[config.mk]
export PLATFORM = sky130hd
export DESIGN_NAME = nest_irq_ctrl
export DESIGN_NICKNAME = d
export VERILOG_FILES = /design/src/rtl/nest_irq_pkg.sv /design/src/rtl/nest_irq_cfg.sv /design/src/rtl/nest_irq_pend.sv /design/src/rtl/nest_irq_arb.sv /design/src/rtl/nest_irq_stack.sv /design/src/rtl/nest_irq_ctrl.sv
export SDC_FILE = /design/constraint.sdc
export NUM_CORES = 2
export LEC_CHECK = 0
export BUFFER_PORTS_ARGS = -buffer_cell sky130_fd_sc_hd__buf_2
export CAP_MARGIN = 20
export CELL_PAD_IN_SITES_DETAIL_PLACEMENT = 0
export CELL_PAD_IN_SITES_GLOBAL_PLACEMENT = 1
export CORE_MARGIN = 2
export CORE_UTILIZATION = 52
export CTS_CLUSTER_DIAMETER = 40
export DETAILED_ROUTE_END_ITERATION = 16
export GPL_ROUTABILITY_DRIVEN = 1
export PLACE_DENSITY_LB_ADDON = 0.15
export SLEW_MARGIN = 20
export SYNTH_ARGS = -nofsm -noshare
export SYNTH_HDL_FRONTEND = slang
export SYNTH_SLANG_ARGS = --single-unit
[constraint.sdc]
create_clock -name clk -period 260.7 [get_ports clk]
set_input_delay 26.07 -clock clk [delete_from_list [all_inputs] [get_ports clk]]
set_output_delay 26.07 -clock clk [all_outputs]
set_load 0.01 [all_outputs]
[src/rtl/nest_irq_pkg.sv]
package nest_irq_pkg;

    localparam int PRIO_W = 4;
    localparam int VEC_W  = 6;
    localparam int WDAT_W = PRIO_W + 1;
    localparam int RDAT_W = PRIO_W + 2;

    typedef logic [PRIO_W-1:0] prio_t;
    typedef logic [VEC_W-1:0]  vec_t;

    typedef struct packed {
        vec_t  vec;
        prio_t prio;
    } ctx_t;

    typedef enum logic {
        PH_OPEN  = 1'b0,
        PH_ENTRY = 1'b1
    } phase_e;

    function automatic logic prio_beats(prio_t a, prio_t b);
        return a < b;
    endfunction

endpackage

[src/rtl/nest_irq_cfg.sv]
module nest_irq_cfg import nest_irq_pkg::*; #(
    parameter int NUM_IRQ = 60
) (
    input  logic                    clk,
    input  logic                    rst,
    input  logic                    we,
    input  vec_t                    addr,
    input  logic [WDAT_W-1:0]       wdata,
    output logic [NUM_IRQ-1:0]      en_o,
    output prio_t [NUM_IRQ-1:0]     prio_o
);

    always_ff @(posedge clk) begin
        if (rst) begin
            en_o   <= '0;
            prio_o <= '0;
        end else if (we && (int'(addr) < NUM_IRQ)) begin
            en_o[addr]   <= wdata[PRIO_W];
            prio_o[addr] <= wdata[PRIO_W-1:0];
        end
    end

endmodule

[src/rtl/nest_irq_pend.sv]
module nest_irq_pend import nest_irq_pkg::*; #(
    parameter int NUM_IRQ = 60
) (
    input  logic               clk,
    input  logic               rst,
    input  logic [NUM_IRQ-1:0] req_in,
    input  logic               clr_en,
    input  vec_t               clr_idx,
    input  logic               set_en,
    input  vec_t               set_idx,
    output logic [NUM_IRQ-1:0] pend_o
);

    for (genvar g = 0; g < NUM_IRQ; g++) begin : g_chan
        logic prev_q;
        logic hit_clr;
        logic hit_set;

        assign hit_clr = clr_en && (clr_idx == VEC_W'(g));
        assign hit_set = set_en && (set_idx == VEC_W'(g));

        always_ff @(posedge clk) begin
            if (rst) begin
                prev_q    <= 1'b0;
                pend_o[g] <= 1'b0;
            end else begin
                prev_q    <= req_in[g];
                pend_o[g] <= (req_in[g] && !prev_q) || hit_set
                             || (pend_o[g] && !hit_clr);
            end
        end
    end

endmodule

[src/rtl/nest_irq_arb.sv]
module nest_irq_arb import nest_irq_pkg::*; #(
    parameter int NUM_IRQ = 60
) (
    input  logic [NUM_IRQ-1:0]  pend,
    input  logic [NUM_IRQ-1:0]  en,
    input  prio_t [NUM_IRQ-1:0] prio,
    output logic                cand_v,
    output ctx_t                cand
);

    always_comb begin
        cand_v    = 1'b0;
        cand.vec  = '0;
        cand.prio = '1;
        // Strict compare keeps the lowest index on equal urgency.
        for (int i = 0; i < NUM_IRQ; i++) begin
            if (pend[i] && en[i] && (!cand_v || prio_beats(prio[i], cand.prio))) begin
                cand_v    = 1'b1;
                cand.vec  = VEC_W'(i);
                cand.prio = prio[i];
            end
        end
    end

endmodule

[src/rtl/nest_irq_stack.sv]
module nest_irq_stack import nest_irq_pkg::*; #(
    parameter int DEPTH = 16,
    localparam int DW = $clog2(DEPTH + 1)
) (
    input  logic          clk,
    input  logic          rst,
    input  logic          push,
    input  logic          pop,
    input  ctx_t          din,
    output ctx_t          top,
    output logic [DW-1:0] depth,
    output logic          full,
    output logic          empty
);

    localparam int IW = (DEPTH > 1) ? $clog2(DEPTH) : 1;

    ctx_t mem [DEPTH];

    assign full  = (int'(depth) == DEPTH);
    assign empty = (depth == '0);
    assign top   = empty ? '0 : mem[IW'(depth - DW'(1))];

    always_ff @(posedge clk) begin
        if (push && !full) begin
            mem[IW'(depth)] <= din;
        end
    end

    always_ff @(posedge clk) begin
        if (rst) begin
            depth <= '0;
        end else if (push && !full) begin
            depth <= depth + DW'(1);
        end else if (pop && !empty) begin
            depth <= depth - DW'(1);
        end
    end

endmodule

[src/rtl/nest_irq_ctrl.sv]
module nest_irq_ctrl import nest_irq_pkg::*; #(
    parameter int NUM_IRQ     = 60,
    parameter int ENTRY_CYC   = 12,
    parameter int STACK_DEPTH = 16
) (
    input  logic                             clk,
    input  logic                             rst,
    input  logic [NUM_IRQ-1:0]               irq_in,
    input  logic                             irq_ack,
    input  logic                             irq_exit,
    input  logic                             reg_we,
    input  logic [VEC_W-1:0]                 reg_addr,
    input  logic [WDAT_W-1:0]                reg_wdata,
    output logic [RDAT_W-1:0]                reg_rdata,
    output logic                             req_valid,
    output logic [VEC_W-1:0]                 req_vector,
    output logic [PRIO_W-1:0]                req_prio,
    output logic                             entry_busy,
    output logic [VEC_W-1:0]                 entry_vector,
    output logic                             run_valid,
    output logic [VEC_W-1:0]                 run_vector,
    output logic [PRIO_W-1:0]                run_prio,
    output logic                             tail_chain,
    output logic [$clog2(STACK_DEPTH+1)-1:0] nest_depth
);

    localparam int CNT_W = $clog2(ENTRY_CYC + 1);

    logic [NUM_IRQ-1:0]  en;
    logic [NUM_IRQ-1:0]  pend;
    prio_t [NUM_IRQ-1:0] prio;

    logic   cand_v;
    ctx_t   cand;
    ctx_t   stk_top;
    logic   stk_full, stk_empty;
    logic   push, pop;
    logic   clr_en, set_en;
    vec_t   clr_idx, set_idx;

    phase_e             phase_q;
    logic [CNT_W-1:0]   cnt_q;
    ctx_t               ent_q;
    ctx_t               run_q;
    logic               run_v_q;
    logic               tail_q;

    logic take_ok, leave, accept, chain, late;

    nest_irq_cfg #(.NUM_IRQ(NUM_IRQ)) u_cfg (
        .clk    (clk),
        .rst    (rst),
        .we     (reg_we),
        .addr   (reg_addr),
        .wdata  (reg_wdata),
        .en_o   (en),
        .prio_o (prio)
    );

    nest_irq_pend #(.NUM_IRQ(NUM_IRQ)) u_pend (
        .clk     (clk),
        .rst     (rst),
        .req_in  (irq_in),
        .clr_en  (clr_en),
        .clr_idx (clr_idx),
        .set_en  (set_en),
        .set_idx (set_idx),
        .pend_o  (pend)
    );

    nest_irq_arb #(.NUM_IRQ(NUM_IRQ)) u_arb (
        .pend   (pend),
        .en     (en),
        .prio   (prio),
        .cand_v (cand_v),
        .cand   (cand)
    );

    nest_irq_stack #(.DEPTH(STACK_DEPTH)) u_stack (
        .clk   (clk),
        .rst   (rst),
        .push  (push),
        .pop   (pop),
        .din   (run_q),
        .top   (stk_top),
        .depth (nest_depth),
        .full  (stk_full),
        .empty (stk_empty)
    );

    // Handshake decisions
    always_comb begin
        take_ok = cand_v && (!run_v_q || prio_beats(cand.prio, run_q.prio))
                  && !(run_v_q && stk_full);
        req_valid = (phase_q == PH_OPEN) && take_ok;
        leave  = (phase_q == PH_OPEN) && run_v_q && irq_exit;
        accept = req_valid && irq_ack && !leave;
        chain  = leave && cand_v && (stk_empty || prio_beats(cand.prio, stk_top.prio));
        late   = (phase_q == PH_ENTRY) && cand_v && prio_beats(cand.prio, ent_q.prio);

        clr_en  = accept || chain || late;
        clr_idx = cand.vec;
        set_en  = late;
        set_idx = ent_q.vec;

        push = accept && run_v_q;
        pop  = leave && !chain && !stk_empty;
    end

    always_ff @(posedge clk) begin
        if (rst) begin
            phase_q <= PH_OPEN;
            cnt_q   <= '0;
            ent_q   <= '0;
            run_q   <= '0;
            run_v_q <= 1'b0;
            tail_q  <= 1'b0;
        end else begin
            tail_q <= chain;
            unique case (phase_q)
                PH_OPEN: begin
                    if (leave) begin
                        if (chain) begin
                            phase_q <= PH_ENTRY;
                            ent_q   <= cand;
                            cnt_q   <= CNT_W'(ENTRY_CYC - 1);
                            run_v_q <= 1'b0;
                        end else if (!stk_empty) begin
                            run_q   <= stk_top;
                            run_v_q <= 1'b1;
                        end else begin
                            run_v_q <= 1'b0;
                        end
                    end else if (accept) begin
                        phase_q <= PH_ENTRY;
                        ent_q   <= cand;
                        cnt_q   <= CNT_W'(ENTRY_CYC - 1);
                        run_v_q <= 1'b0;
                    end
                end
                PH_ENTRY: begin
                    if (late) begin
                        ent_q <= cand;
                    end
                    if (cnt_q == '0) begin
                        phase_q <= PH_OPEN;
                        run_q   <= late ? cand : ent_q;
                        run_v_q <= 1'b1;
                    end else begin
                        cnt_q <= cnt_q - CNT_W'(1);
                    end
                end
                default: phase_q <= PH_OPEN;
            endcase
        end
    end

    // Register read port
    always_comb begin
        reg_rdata = '0;
        if (int'(reg_addr) < NUM_IRQ) begin
            reg_rdata = {pend[reg_addr], en[reg_addr], prio[reg_addr]};
        end
    end

    assign req_vector   = cand.vec;
    assign req_prio     = cand.prio;
    assign entry_busy   = (phase_q == PH_ENTRY);
    assign entry_vector = ent_q.vec;
    assign run_valid    = run_v_q;
    assign run_vector   = run_q.vec;
    assign run_prio     = run_q.prio;
    assign tail_chain   = tail_q;

endmodule

==> impl_metrics.yaml <==
run_status:
  status: "finished, final reports clean"
power_and_ir_drop:
  leakagePower_nw: 16.27
  power.switching_mw: 0.07575
  internal_power_mw: 0.1998
  p_clk_frac: 0.541
  sw_frac_of_total: 0.2749
  seq_power_share: 0.372
  ir_worst_vdd_v: 0.000006796
  power_mw: 0.2756
  powerDensity_mw_per_mm2: 5.986
  comb_power_share: 0.087
sta:
  relSlewSlack: 0.1903
  period_share: 0.4512
  worstMarginPinSlew_ns: 1.205
  finalMaxSlewViolations: 0
  setup_viol: 0
  rsz0062_at_grt: "no"
  fmax_mhz: 8.502
  fin_skew_ns: 0.07548
  hold_viol_final: 0
  period_needed_ns: 117.63
  fin_setup_tns_ns: 0
global_routing:
  overflow: 0
  grtUsageTotal: 0.3854
  first_global_vias: 37670
  grt_pass1_wl_um: 242900
  antenna_found_initial: 6
  grt_start_max_net_pins: 210
routing:
  wl_met3_um: 15850
  postRouteWirelength_um: 161300
  num_vias: 41110
  vias_per_cell: 6.689
  wl_per_cell_um: 26.24
  route.detailed.drc: 0
  wl_met2_um: 68950
  drt_first_pass_iters: 7
  final_antenna_net_count: 0
  routed.top_layer: "met5"
  drt_iter0_markers: 4891
  met1_length_um: 70240
synth:
  yosysUniqueCellTypes: 151
  yosysSeqAreaShare: 0.3367
  async_reset_ff_frac: 0
  synth.avg_cell_area_um2: 8.140
  synth_cells: 5055
  synth_area_mm2: 0.04115
  syn_nets: 5207
  ys_ff_latch: 612
  synth_warnings: 0
  yosys_most_used_dff: "dfxtp_1"
  synth-edff-count: 160
final_layout:
  nNetsFinal: 5157
  layout_common_cells: "nand2_1, a21oi_1, dfxtp_1"
  drive_gt1_frac: 0.1201
  layout_commonest_cell: "nand2_1"
  area_growth_pct: 11.88
  num_antenna_cells: 0
worst_setup_path:
  rrSetupSlack_ns: 168.00
  cp_slowest_stage_delay_ns: 0.72
  critPathMaxFanout: 15
  crit_start: "u_cfg.en_o[0]"
  worstSetupStartpointType: "register"
  cpMostUsedCell: "ha_1"
  slowest_stage: "o41ai_2"
  reg2reg_depth: 427
  cp-end-kind: "output pin"
  critPathKind: "register to output pin"
  rr_endpoint: "u_pend.pend_o[56]"
  reg2reg_from: "u_cfg.en_o[0]"
  worstPathArrival_ns: 91.56
  cp_data_required_time_ns: 234.63
job:
  maxCapViolCount: 0
die:
  core_area_mm2: 0.07861
  num_rows: 103
  die_h_um: 285.3
  io_pins: 117
  start_util: 0.5234
  die_x_um: 285.3
  die_area_mm2: 0.08139
cts:
  cts.sinks: 612
  clk_pin_slew_ns: 0.05
  root_buffer: "clkbuf_16"
  hold_buffers: 0
  cts_resized: 0
  htree_levels: 3
  insertion_delay_ns: 0.72
  numCtsBuffers: 104
  cts_tree: "done"
  cts_max_path_buffers: 3
  postCtsSetupBuffers: 0
hold_path:
  min-delay-start: "u_cfg.en_o[20]"
  hold_path_end: "u_cfg.en_o[20]"
  hold_path.class: "register to register"
  worstHoldPathCells: 2
place:
  dp_hpwl_um: 116100
  numPortBuffers: 116
  gp_congestion: 0.9885
[state kept, by name, summed over array words and instances (netlist names)]
register / flops
u_cfg.prio_o: 240
u_stack.mem: 160
u_cfg.en_o: 60
u_pend.g_chan.prev_q: 60
u_pend.pend_o: 60
entry_vector: 6
run_vector: 6
u_stack.depth: 5
cnt_q: 4
ent_q: 4
run_prio: 4
entry_busy: 1
run_valid: 1
tail_chain: 1
[synthesized netlist by cell type (51+ instances only)]
library cell	count	area share
nand3_1	299	0.036
a211oi_1	57	0.010
mux2i_1	174	0.042
a22oi_1	142	0.026
ha_1	76	0.023
a21oi_1	487	0.059
dfxtp_1	452	0.22
a21o_1	54	0.0099
o21ai_1	66	0.0080
a31oi_1	51	0.0078
nor3_1	77	0.0094
clkbuf_1	216	0.020
nor2b_1	107	0.016
o21ai_0	193	0.023
nor2_1	368	0.034
o22ai_1	55	0.0084
inv_1	215	0.020
nand2_1	616	0.056
edfxtp_1	160	0.12
nand2b_1	113	0.017
o211ai_1	65	0.012
[worst max path at each step]
stage	to	slack, ns	depth (start not counted)
finish	req_valid	143.07	424
global route	req_valid	135.46	434
CTS	req_valid	144.26	423
detailed placement	req_valid	145.23	423
global placement	req_valid	147.09	426
floorplan	req_valid	156.75	445
[routing by layer]
layer | up-vias | track usage
li1 | 18690 | -
met1 | 19890 | 0.5539
met2 | 2196 | 0.5745
met3 | 336 | 0.07384
met4 | 6 | 0.1382
met5 | - | 0
[critical path, delay by kind of cell (launching register included)]
family / cells / cell delay [ns]
buffers and inverters: 26 / 2.01
adders and majority gates: 59 / 16.39
DFF: 1 / 0.49
and+or+nand+nor: 141 / 23.70
muxes: 27 / 7.87
AOI/OAI and AO/OA: 171 / 40.18
[power groups by stage]
stage	logic, mW	clock network, mW	registers [mW]
6_report	0.0241	0.149	0.102
5_1_grt	0.0257	0.154	0.102
4_1_cts	0.0234	0.150	0.102
3_5_place_dp	0.0232	0	0.104
3_3_place_gp	0.0232	0	0.104
2_1_floorplan	0.0155	0	0.102
[through the flow]
step	instances	instance area, µm²	hold slack [ns]	setup slack, ns	utilization
final	6146	46030	0.4771	143.07	0.5856
after global routing	6146	46030	0.5004	135.46	0.5856
after CTS	6146	46020	0.4751	144.26	0.5855
after detailed placement	5949	42160	0.4684	145.23	0.5363
after global placement	5949	42160	0.4611	147.09	0.5363
after floorplan	5055	41150	0.4452	156.75	-
[area by class of cell]
class | instances | area [µm²]
clock inverter | 79 | 1086
inverter | 218 | 818.3
fill | 7112 | 32580
timing repair buffer | 172 | 1023
tap | 1050 | 1314
sequential | 612 | 13850
multi-input combinational | 3897 | 25160
clock buffer | 118 | 2776
[kinds of logic (layout without fill, tap and decap cells)]
family / count (synthesis) / count (layout) / share of synthesized area
compound gates: 1640 / 1640 / 0.2758
xor+xnor: 29 / 29 / 0.006355
fa+ha+maj: 107 / 107 / 0.03074
buf+inv: 546 / 587 / 0.05401
flops: 612 / 612 / 0.3367
mux: 273 / 273 / 0.08159
simple gates: 1848 / 1848 / 0.2149
No activity file was read; power rests on OpenSTA's default activity.
